--- src/rtl/smi_pkg.sv ---
package smi_pkg;

    localparam int REG_W    = 8;
    localparam int A_SRC_W  = REG_W - 1;
    localparam int B_AUX_W  = REG_W - 2;
    localparam int SRC_W    = A_SRC_W + 1 + B_AUX_W;

    localparam logic [REG_W-1:0] IDX_STAT_A = 8'h90;
    localparam logic [REG_W-1:0] IDX_STAT_B = 8'h91;
    localparam logic [REG_W-1:0] IDX_EN_A   = 8'h92;
    localparam logic [REG_W-1:0] IDX_EN_B   = 8'h93;
    localparam logic [REG_W-1:0] IDX_SWTRIG = 8'h94;

    typedef struct packed {
        logic [REG_W-1:0]   idx;
        logic [A_SRC_W-1:0] stat_a;
        logic [REG_W-1:0]   stat_b;
        logic [REG_W-1:0]   en_a;
        logic [REG_W-1:0]   en_b;
        logic               smi_n;
    } smi_regs_t;

endpackage

--- src/rtl/smi_edge_det.sv ---
module smi_edge_det #(
    parameter int N = 4
) (
    input  logic         clk_i,
    input  logic         rst_ni,
    input  logic [N-1:0] src_i,
    output logic [N-1:0] rise_o
);

    logic [N-1:0] prev_d, prev_q;

    always_comb begin
        prev_d = src_i;
    end

    always_ff @(posedge clk_i or negedge rst_ni) begin
        if (!rst_ni) prev_q <= '0;
        else         prev_q <= prev_d;
    end

    for (genvar i = 0; i < N; i++) begin : g_bit
        assign rise_o[i] = src_i[i] & ~prev_q[i];
    end

endmodule

--- src/rtl/smi_regfile.sv ---
module smi_regfile
    import smi_pkg::*;
(
    input  logic               clk_i,
    input  logic               rst_ni,
    input  logic               idx_wr_i,
    input  logic               dat_wr_i,
    input  logic [REG_W-1:0]   wdata_i,
    input  logic [A_SRC_W-1:0] set_a_i,
    input  logic               set_ext_i,
    input  logic [B_AUX_W-1:0] set_aux_i,
    output smi_regs_t          regs_o
);

    smi_regs_t          r_d, r_q;
    logic [A_SRC_W-1:0] clr_a;
    logic [REG_W-1:0]   clr_b;
    logic [REG_W-1:0]   set_b;
    logic               sw_set;
    logic               pend;

    always_comb begin
        r_d    = r_q;
        clr_a  = '0;
        clr_b  = '0;
        sw_set = 1'b0;

        if (dat_wr_i) begin
            unique case (r_q.idx)
                IDX_STAT_A: clr_a = wdata_i[A_SRC_W-1:0];
                IDX_STAT_B: clr_b = wdata_i;
                IDX_EN_A:   r_d.en_a = wdata_i;
                IDX_EN_B:   r_d.en_b = wdata_i;
                IDX_SWTRIG: sw_set = wdata_i[0];
                default:    ;
            endcase
        end

        if (idx_wr_i) r_d.idx = wdata_i;

        set_b = {set_aux_i, sw_set, set_ext_i};

        // set dominates clear in the same cycle
        r_d.stat_a = (r_q.stat_a & ~clr_a) | set_a_i;
        r_d.stat_b = (r_q.stat_b & ~clr_b) | set_b;

        pend = (|(r_d.stat_a & r_d.en_a[A_SRC_W-1:0])) | (|(r_d.stat_b & r_d.en_b));
        r_d.smi_n = ~(r_d.en_a[REG_W-1] & pend);
    end

    always_ff @(posedge clk_i or negedge rst_ni) begin
        if (!rst_ni) begin
            r_q       <= '0;
            r_q.smi_n <= 1'b1;
        end else begin
            r_q <= r_d;
        end
    end

    assign regs_o = r_q;

endmodule

--- src/rtl/smi_rd_mux.sv ---
module smi_rd_mux
    import smi_pkg::*;
(
    input  smi_regs_t        regs_i,
    output logic [REG_W-1:0] rdata_o
);

    always_comb begin
        unique case (regs_i.idx)
            IDX_STAT_A: rdata_o = {|regs_i.stat_b, regs_i.stat_a};
            IDX_STAT_B: rdata_o = regs_i.stat_b;
            IDX_EN_A:   rdata_o = regs_i.en_a;
            IDX_EN_B:   rdata_o = regs_i.en_b;
            default:    rdata_o = '0;
        endcase
    end

endmodule

--- src/rtl/smi_status_ctrl.sv ---
module smi_status_ctrl
    import smi_pkg::*;
(
    input  logic               clk_i,
    input  logic               rst_ni,
    input  logic               idx_wr_i,
    input  logic               dat_wr_i,
    input  logic [REG_W-1:0]   wdata_i,
    output logic [REG_W-1:0]   rdata_o,
    input  logic [A_SRC_W-1:0] evt_a_i,
    input  logic [1:0]         ext_pin_i,
    input  logic [B_AUX_W-1:0] aux_i,
    output logic               smi_n_o
);

    logic [SRC_W-1:0]   rise;
    smi_regs_t          regs;
    logic [REG_W-1:0]   idx_q;
    logic [A_SRC_W-1:0] stat_a_q;
    logic [REG_W-1:0]   stat_b_q;
    logic [REG_W-1:0]   en_a_q;

    smi_edge_det #(.N(SRC_W)) u_edge (
        .clk_i  (clk_i),
        .rst_ni (rst_ni),
        .src_i  ({aux_i, |ext_pin_i, evt_a_i}),
        .rise_o (rise)
    );

    smi_regfile u_regs (
        .clk_i     (clk_i),
        .rst_ni    (rst_ni),
        .idx_wr_i  (idx_wr_i),
        .dat_wr_i  (dat_wr_i),
        .wdata_i   (wdata_i),
        .set_a_i   (rise[A_SRC_W-1:0]),
        .set_ext_i (rise[A_SRC_W]),
        .set_aux_i (rise[SRC_W-1:A_SRC_W+1]),
        .regs_o    (regs)
    );

    smi_rd_mux u_rd (
        .regs_i  (regs),
        .rdata_o (rdata_o)
    );

    assign smi_n_o  = regs.smi_n;
    assign idx_q    = regs.idx;
    assign stat_a_q = regs.stat_a;
    assign stat_b_q = regs.stat_b;
    assign en_a_q   = regs.en_a;

endmodule

--- config.mk ---
export PLATFORM = sky130hd
export DESIGN_NAME = smi_status_ctrl
export DESIGN_NICKNAME = d
export VERILOG_FILES = /design/src/rtl/smi_pkg.sv /design/src/rtl/smi_edge_det.sv /design/src/rtl/smi_regfile.sv /design/src/rtl/smi_rd_mux.sv /design/src/rtl/smi_status_ctrl.sv
export SDC_FILE = /design/constraint.sdc
export NUM_CORES = 1
export LEC_CHECK = 0
export ABC_CLOCK_PERIOD_IN_PS = 3000
export CORE_MARGIN = 10
export CORE_UTILIZATION = 40
export DETAILED_ROUTE_END_ITERATION = 12
export GPL_TIMING_DRIVEN = 1
export PLACE_DENSITY = 0.73
export SETUP_SLACK_MARGIN = 0.05
export SYNTH_ARGS = -nofsm -noshare
export SYNTH_HDL_FRONTEND = slang
export SYNTH_SLANG_ARGS = --single-unit
--- constraint.sdc ---
create_clock -name clk_i -period 3 [get_ports clk_i]
set_input_delay 0.45 -clock clk_i [delete_from_list [all_inputs] [get_ports clk_i]]
set_output_delay 0.45 -clock clk_i [all_outputs]
set_load 0.005 [all_outputs]
Word-level counts from Yosys, hierarchy flattened
Index checks and enable logic that the tools add are counted.
- flip-flop bits (word level): 54
- bits of input ports: 27
- logic and storage cells: 65
- equality and inequality tests: 5
- muxes and demuxes: 10
- bitwise logic cells: 39
- reduce and logical (&&, ||, !) cells: 4
- operator list (cell ; count):
    equality test 8 bit, second input constant ; 5
    two-way mux 8 bit ; 4
    one-hot mux 8 bit (4 select lines) ; 1
    AND 8 bit ; 2
    two-way mux 16 bit ; 1
    OR reduction 8 bit ; 2
    AND 1 bit ; 15
    NOT 1 bit ; 15
    AND 7 bit ; 2
    two-way mux 7 bit ; 2
    NOT 8 bit ; 1
    bitwise OR 8 bit ; 1
    NOT 7 bit ; 1
    bitwise OR 7 bit ; 1
    OR reduction 7 bit ; 1
    two-way mux 1 bit ; 2
    OR reduction 2 bit ; 1
    bitwise OR 1 bit ; 1

Depth between registers and ports, before layout
Gate-level depths: netlist of run 1.
- word-level depth: 11
- depth in mapped cells: 7
- gate-level depth less buffers: 6

By module
From an unflattened synthesis of run 1, not the netlist that was laid out.
- cell total of the unflattened synthesis: 180
- area total of the unflattened synthesis: 2543.7 µm²
- by module, submodules not included (module ; times used ; cells each ; area an instance (µm²) ; seq. area each (µm²)):
    smi_regfile ; 1 ; 127 ; 1705.4 ; 1002.2
    smi_edge_det ; 1 ; 28 ; 543.0 ; 350.3
    smi_rd_mux ; 1 ; 24 ; 289.0 ; 0.0
    smi_status_ctrl ; 1 ; 1 ; 6.3 ; 0.0

Worst setup path before layout of run 1
OpenSTA, ideal clock, no wires.
- path kind: register to register
- from: reg u_regs.r_q (netlist bit u_regs.regs_o[33])
- to: reg u_regs.r_q (netlist bit u_regs.regs_o[0])
- arrival time: 1980 ps
- setup slack: 934 ps
- cell stages (with the launch flop): 8
- buffers on the path: 1
- clock period less this slack: 2066 ps
- path through: dfrtp_1 -> or2_1 -> buf_2 -> or4_1 -> a32o_1 -> a22oi_1 -> nand4_1 -> o31ai_2
- RTL lines (element ; line ; RTL):
    start: declaration ; smi_regfile.sv:15 ; smi_regs_t r_d, r_q;
    start signal: assignment ; smi_regfile.sv:56 ; r_q <= r_d;

Worst setup path in the final report of run 1
- from: reg u_regs.r_q (netlist bit u_regs.regs_o[33])
- to: out rdata_o[5]
- cells in the longest elaborated chain, start to end: 2
- RTL lines (element ; line ; RTL):
    equality test 8 bit ; smi_rd_mux.sv:9 ; unique case (regs_i.idx)
    one-hot mux 8 bit (4 select lines) (*) ; smi_rd_mux.sv:9 ;
    end: declaration ; smi_status_ctrl.sv:9 ; output logic [REG_W-1:0] rdata_o,
Every way passes the cells marked *; elsewhere a longest branch is shown, timed or not.

==> results of run 1 <==
[layout make-up]
type	instances	area (sq um)
clock buffer	5	68.8
clock inverter	3	40.0
fill	535	2940
tap	75	93.8
inverter	15	56.3
multi-input combinational	108	956
sequential	54	1350
timing repair buffer	39	378
[cell families after synthesis]
logic type / share of synthesized area, %
AO/OA/AOI/OAI: 11.3
flip-flops: 56.3
AND/OR/NAND/NOR: 10.7
multiplexers: 17.8
buffers and inverters: 3.86
[through the flow]
step                worst slack [ns]  hold WS (ns)  util, %  instance area, sq um  instances
global placement               0.301         0.334     48.0                  2830        290
detailed placement             0.245         0.334     48.0                  2830        290
finish                         0.405         0.446     50.1                  2950        299
global route                   0.277         0.460     50.1                  2950        299
floorplan                      0.934         0.154        -                  2400        185
CTS                            0.120         0.445     50.0                  2950        299
[final timing paths]
check,endpoint,slack (ns),depth (start not counted)
min reg2reg,u_regs.regs_o[27],0.45,1
min in group asynchronous,u_edge.prev_q[0],0.53,2
max,rdata_o[5],0.40,3
max in group asynchronous,u_regs.regs_o[4],1.64,3
max reg2reg,u_regs.regs_o[0],0.41,6
min,u_regs.regs_o[27],0.45,1
[layout by cell type, fill, tap and decap left out, types with 2 or more instances in the layout]
master	netlist	routed
o21ai_0	11	11
mux4_2	7	7
and2_1	2	2
o21ai_1	2	2
inv_1	15	15
o31ai_1	6	6
clkbuf_8	0	5
o41ai_1	6	6
nand4_1	2	2
mux2_2	23	23
buf_4	1	3
nand4_2	2	2
and3_1	7	7
clkdlybuf4s50_1	0	34
nand2_1	3	3
dfrtp_1	53	52
nor3_1	2	2
a22oi_1	4	4
nand2b_1	10	10
nor2_1	2	2
clkinv_2	0	2
nor4_1	2	2
[timing repair]
| item | 4_1_cts | 5_1_grt |
|---|---|---|
| gates resized for setup | 0 | 1 |
| setup endpoints to repair | 0 | 1 |
| hold buffers | 1 | 0 |
| endpoints found under the hold margin | 2 | 0 |
[registers in the layout, summed over array words and instances, names as in the netlist]
| signal | cells |
|---|---|
| u_edge.prev_q | 14 |
| u_regs.regs_o | 40 |
[routing by layer]
layer / vias to the layer above / share of wire, % / GRT usage (%)
met1: 838 / 43 / 15.8
met4: 0 / 1.0 / 3.69
met3: 8 / 6.4 / 3.06
met2: 56 / 49 / 21.3
li1: 768 / - / -
met5: - / 0 / 0
[report_power, final]
| part | internal, mW | leakage, nW | total [mW] | switching, mW |
|---|---|---|---|---|
| registers | 0.772 | 0.622 | 0.813 | 0.0418 |
| logic | 0.115 | 0.578 | 0.208 | 0.0927 |
| clock network | 0.246 | 0.0579 | 0.479 | 0.233 |
| total | 1.13 | 1.26 | 1.50 | 0.367 |
==> flow_summary.ini, run 1 <==
[grt]
antenna_found_initial = 0
grt_use_total_pct = 12.7
grt_pass1_vias = 1937
grt_overflow_total = 0
grt_max_degree = 45
grt_pass1_wl_mm = 9.94

[synthesis]
netlist_area_sq_um = 2400
synthArstFlopShare_pct = 100
synthDistinctLibCells = 40
yosysSeqAreaShare_pct = 56.3
syn_inst = 185
ys_ff_latch = 54
synth_area_per_cell_sq_um = 13.0
yosysMostFrequentCell = dfrtp_1
synth_flop_cell = dfrtp_1
synth_edf_count = 0
yosys_warnings = 0
syn_nets = 212
synth_top_area_share_pct = 55.2
netlist.top_cell.by_area = dfrtp_1
synthTopCellsByArea = dfrtp_1, mux2_2, mux4_2, nand2b_1, inv_1
synthTopCellsByCount = dfrtp_1, mux2_2, inv_1

[setup_path]
r2r-start = u_regs.regs_o[32]
critPathKind = flip-flop to primary output
startpoint = u_regs.regs_o[33]
path_max_fanout = 14
cp-start-kind = flip-flop
max_stage_delay_ns = 0.64
cp_num_buf_inv = 1
end_kind = primary output
path_cells = mux4_2, and3_1, clkdlybuf4s50_1
arrival_ns = 2.15
critPathTopFamily = flip-flops
required_ns = 2.55
cpMaxStageDelayCell = dfrtp_2

[min_path]
worstHoldStart = u_edge.prev_q[2]
hold_path_class = flip-flop to flip-flop

[clock_network]
clk_latency_ns = 0.30
cts.sinks = 54
post-cts-setup-buffer-count = 0
cts_buffers = 5
clock_path_buffers = 2
cts_root_buf = clkbuf_8
tritoncts = built
clk_pin_slew_worst_paths_ns = 0.09
h-tree-depth = 2

[floorplanning]
fp.dieW_microns = 97.5
die_area_sq_um = 9500
row_count = 28
ios = 36
initial_utilization_pct = 40.8
die_height_microns = 97.5
core_area_sq_um = 5890

[pwr]
cellLeakagePower_nw = 1.26
p_per_area_nw_per_um2 = 509
power_mw = 1.50
peakVddDrop_mv = 0.270

[placement]
place_congestion = 0.939
dp_hpwl_mm = 4.40
io_buffer_count = 35

[drt]
via_per_inst = 5.59
routed_wl_mm = 6.06
drc = 0
post_drt_wl_per_cell_microns = 20.3
drtPass1Iterations = 4
via_count = 1670
postRouteAntennaNets = 0
drt-initial-drc-count = 86

[timing]
finalHoldViolCount = 0
rsz0062_at_grt = no
fin_crit_ns = 2.60
fin_crit_sh_pct = 86.5
finClkSkew_ns = 0.00748
worstMarginPinSlew_ns = 0.614
fmax_mhz = 385
slew_viol_final = 0
maxSlewHeadroom_pct = 59.1
setup-tns-final_ns = 0
finalSetupViolCount = 0

[final_layout]
final_layout_size_suffix_gt1_share_pct = 22.3
area_delta_synth_final_pct = 22.7
antennaDiodeCount = 0
finalNetCount = 250

[flow_run]
cap_violations = 0

[run_status]
status = finished clean
No activity file was read; power rests on OpenSTA's default activity.
==> run 2, diff against run 1 <==
Settings changed: PLACE_DENSITY 0.73 to default, PLACE_DENSITY_LB_ADDON from default to 0.12, SLEW_MARGIN from default to 25, SYNTH_HIERARCHICAL from default to 1.
==> flow_summary.ini, run 2 <==
[grt]
grt.busiest_layer = met2
grt_max_degree = 22
grt_use_total_pct = 12.5
grt_pass1_vias = 1787
grtUsageMet3_pct = 3.32
grt_pass1_wl_mm = 9.94
antenna_found_initial = 0
grt_overflow_total = 0
gr-usage-met1_pct = 17.2
met2_usage_pct = 18.9

[drt]
postRouteAntennaNets = 0
via_count = 1631
post_drt_wl_per_cell_microns = 19.5
routed_wl_mm = 5.87
drtPass1Iterations = 4
drt-initial-drc-count = 94
via_per_inst = 5.42
drc = 0

[timing]
slew_viol_final = 0
rsz0062_at_grt = no
finalHoldViolCount = 0
finalSetupViolCount = 0
worstMarginPinSlew_ns = 0.718
whs_ns = 0.0908
fin_crit_sh_pct = 92.3
fin_ws_ns = 0.231
fin_crit_ns = 2.77
maxSlewHeadroom_pct = 52.1
finClkSkew_ns = 0.00698
fmax_mhz = 361
setup-tns-final_ns = 0

[placement]
dp_hpwl_mm = 4.40
dp.cells = 293
io_buffer_count = 35
pre_cts_ws_ns = 0.318
place_congestion = 0.769
placed_area_sq_um = 3010

[clock_network]
tritoncts = built
clock_path_buffers = 2
clk_latency_ns = 0.30
post-cts-setup-buffer-count = 0
h-tree-depth = 2
ctsResizeCount = 0
clk_pin_slew_worst_paths_ns = 0.09
cts_root_buf = clkbuf_8
cts.hold.buffers_added = 0
cts_buffers = 5
cts.sinks = 54

[final_layout]
final_cell_mix = dfrtp_1, clkdlybuf4s50_1, mux2_2
stdcell_count = 301
final_common_cell = dfrtp_1
final_layout_size_suffix_gt1_share_pct = 33.2
antennaDiodeCount = 0
num-fill-cells = 526
final_area_sq_um = 3100
largest_reg_flops = 40
finalNetCount = 252
fin_util_pct = 51.1
area_delta_synth_final_pct = 21.8

[setup_path]
path_max_fanout = 8
critPathKind = flip-flop to primary output
arrival_ns = 2.32
required_ns = 2.55
cp-start-kind = flip-flop
end_kind = primary output

[synthesis]
synthArstFlopShare_pct = 100
netlist.top_cell.by_area = dfrtp_1
syn_nets = 207
yosysSeqAreaShare_pct = 53.2
yosysMostFrequentCell = dfrtp_1
syn_inst = 180
yosys_warnings = 6
synth_edf_count = 0
synth_area_per_cell_sq_um = 14.1
synth_flop_cell = dfrtp_1
netlist_area_sq_um = 2540
synth_top_area_share_pct = 52.1
ys_ff_latch = 54
synthDistinctLibCells = 39
synthTopCellsByCount = dfrtp_1, mux2_2, nor2b_4
synthTopCellsByArea = dfrtp_1, mux2_2, nor2b_4, mux4_2, nor2b_1

[pwr]
cellLeakagePower_nw = 1.27
p_per_area_nw_per_um2 = 462
peakVddDrop_mv = 0.229
power_mw = 1.43

[run_status]
status = finished clean

[floorplanning]
die_height_microns = 99.7
row_count = 28
fp.dieW_microns = 99.7
ios = 36
die_area_sq_um = 9950
core_area_sq_um = 6060
initial_utilization_pct = 42.0

[min_path]
hold_path_class = input port to async pin

[flow_run]
cap_violations = 0
run 2: cell count changes in the layout (fill, tap and decap cells not counted), moves of 7 or more:
cell,before,now
and3_1,7,0
nand2b_1,10,1
nor2b_4,0,14
inv_1,15,5
run 2: layout make-up:
cell class	instances	area, sq um	area share [%]
Sequential cell	54	1350	43.6
Multi-Input combinational cell	118	1150	37.2
Timing Repair Buffer	41	390	12.6
Tap cell	75	93.8	3.03
Clock buffer	7	86.3	2.79
Inverter	5	18.8	0.606
Clock inverter	1	5.00	0.161
run 2: cell families after synthesis:
kind of cell | share of synthesized area, %
AND/OR/NAND/NOR | 19.8
flip-flops | 53.2
multiplexers | 17.2
AO/OA/AOI/OAI | 8.31
buffers and inverters | 1.52
run 2: worst max-delay path, cell delays in order, from the launching register on:
cell	delay, ns
dfrtp_1	0.45
nor4b_2	0.27
nand3b_1	0.39
a221oi_2	0.34
clkdlybuf4s50_1	0.56
run 2: routing by layer:
layer	wire, microns	vias up
met5	0	-
met4	42	0
met1	2780	847
met2	2790	33
met3	254	6
li1	-	745
run 2: path summary, 6_finish.rpt:
path	slack [ns]	end	cells past startpoint	from
min in group clk_i	0.52	u_regs/regs_o[25]	1	u_regs/regs_o[25]
min reg2reg	0.52	u_regs/regs_o[25]	1	u_regs/regs_o[25]
max in group asynchronous	2.22	u_regs/regs_o[0]	2	rst_ni
min	0.09	u_edge/prev_q[2]	1	rst_ni
max	0.23	rdata_o[7]	4	u_regs/regs_o[35]
max reg2reg	0.51	u_regs/regs_o[0]	7	u_regs/regs_o[33]
run 2: power by group:
group          switching [mW]  leakage [nW]  internal, mW
Sequential             0.0411         0.623         0.769
Combinational          0.0858         0.595         0.122
Clock                   0.228        0.0482         0.187
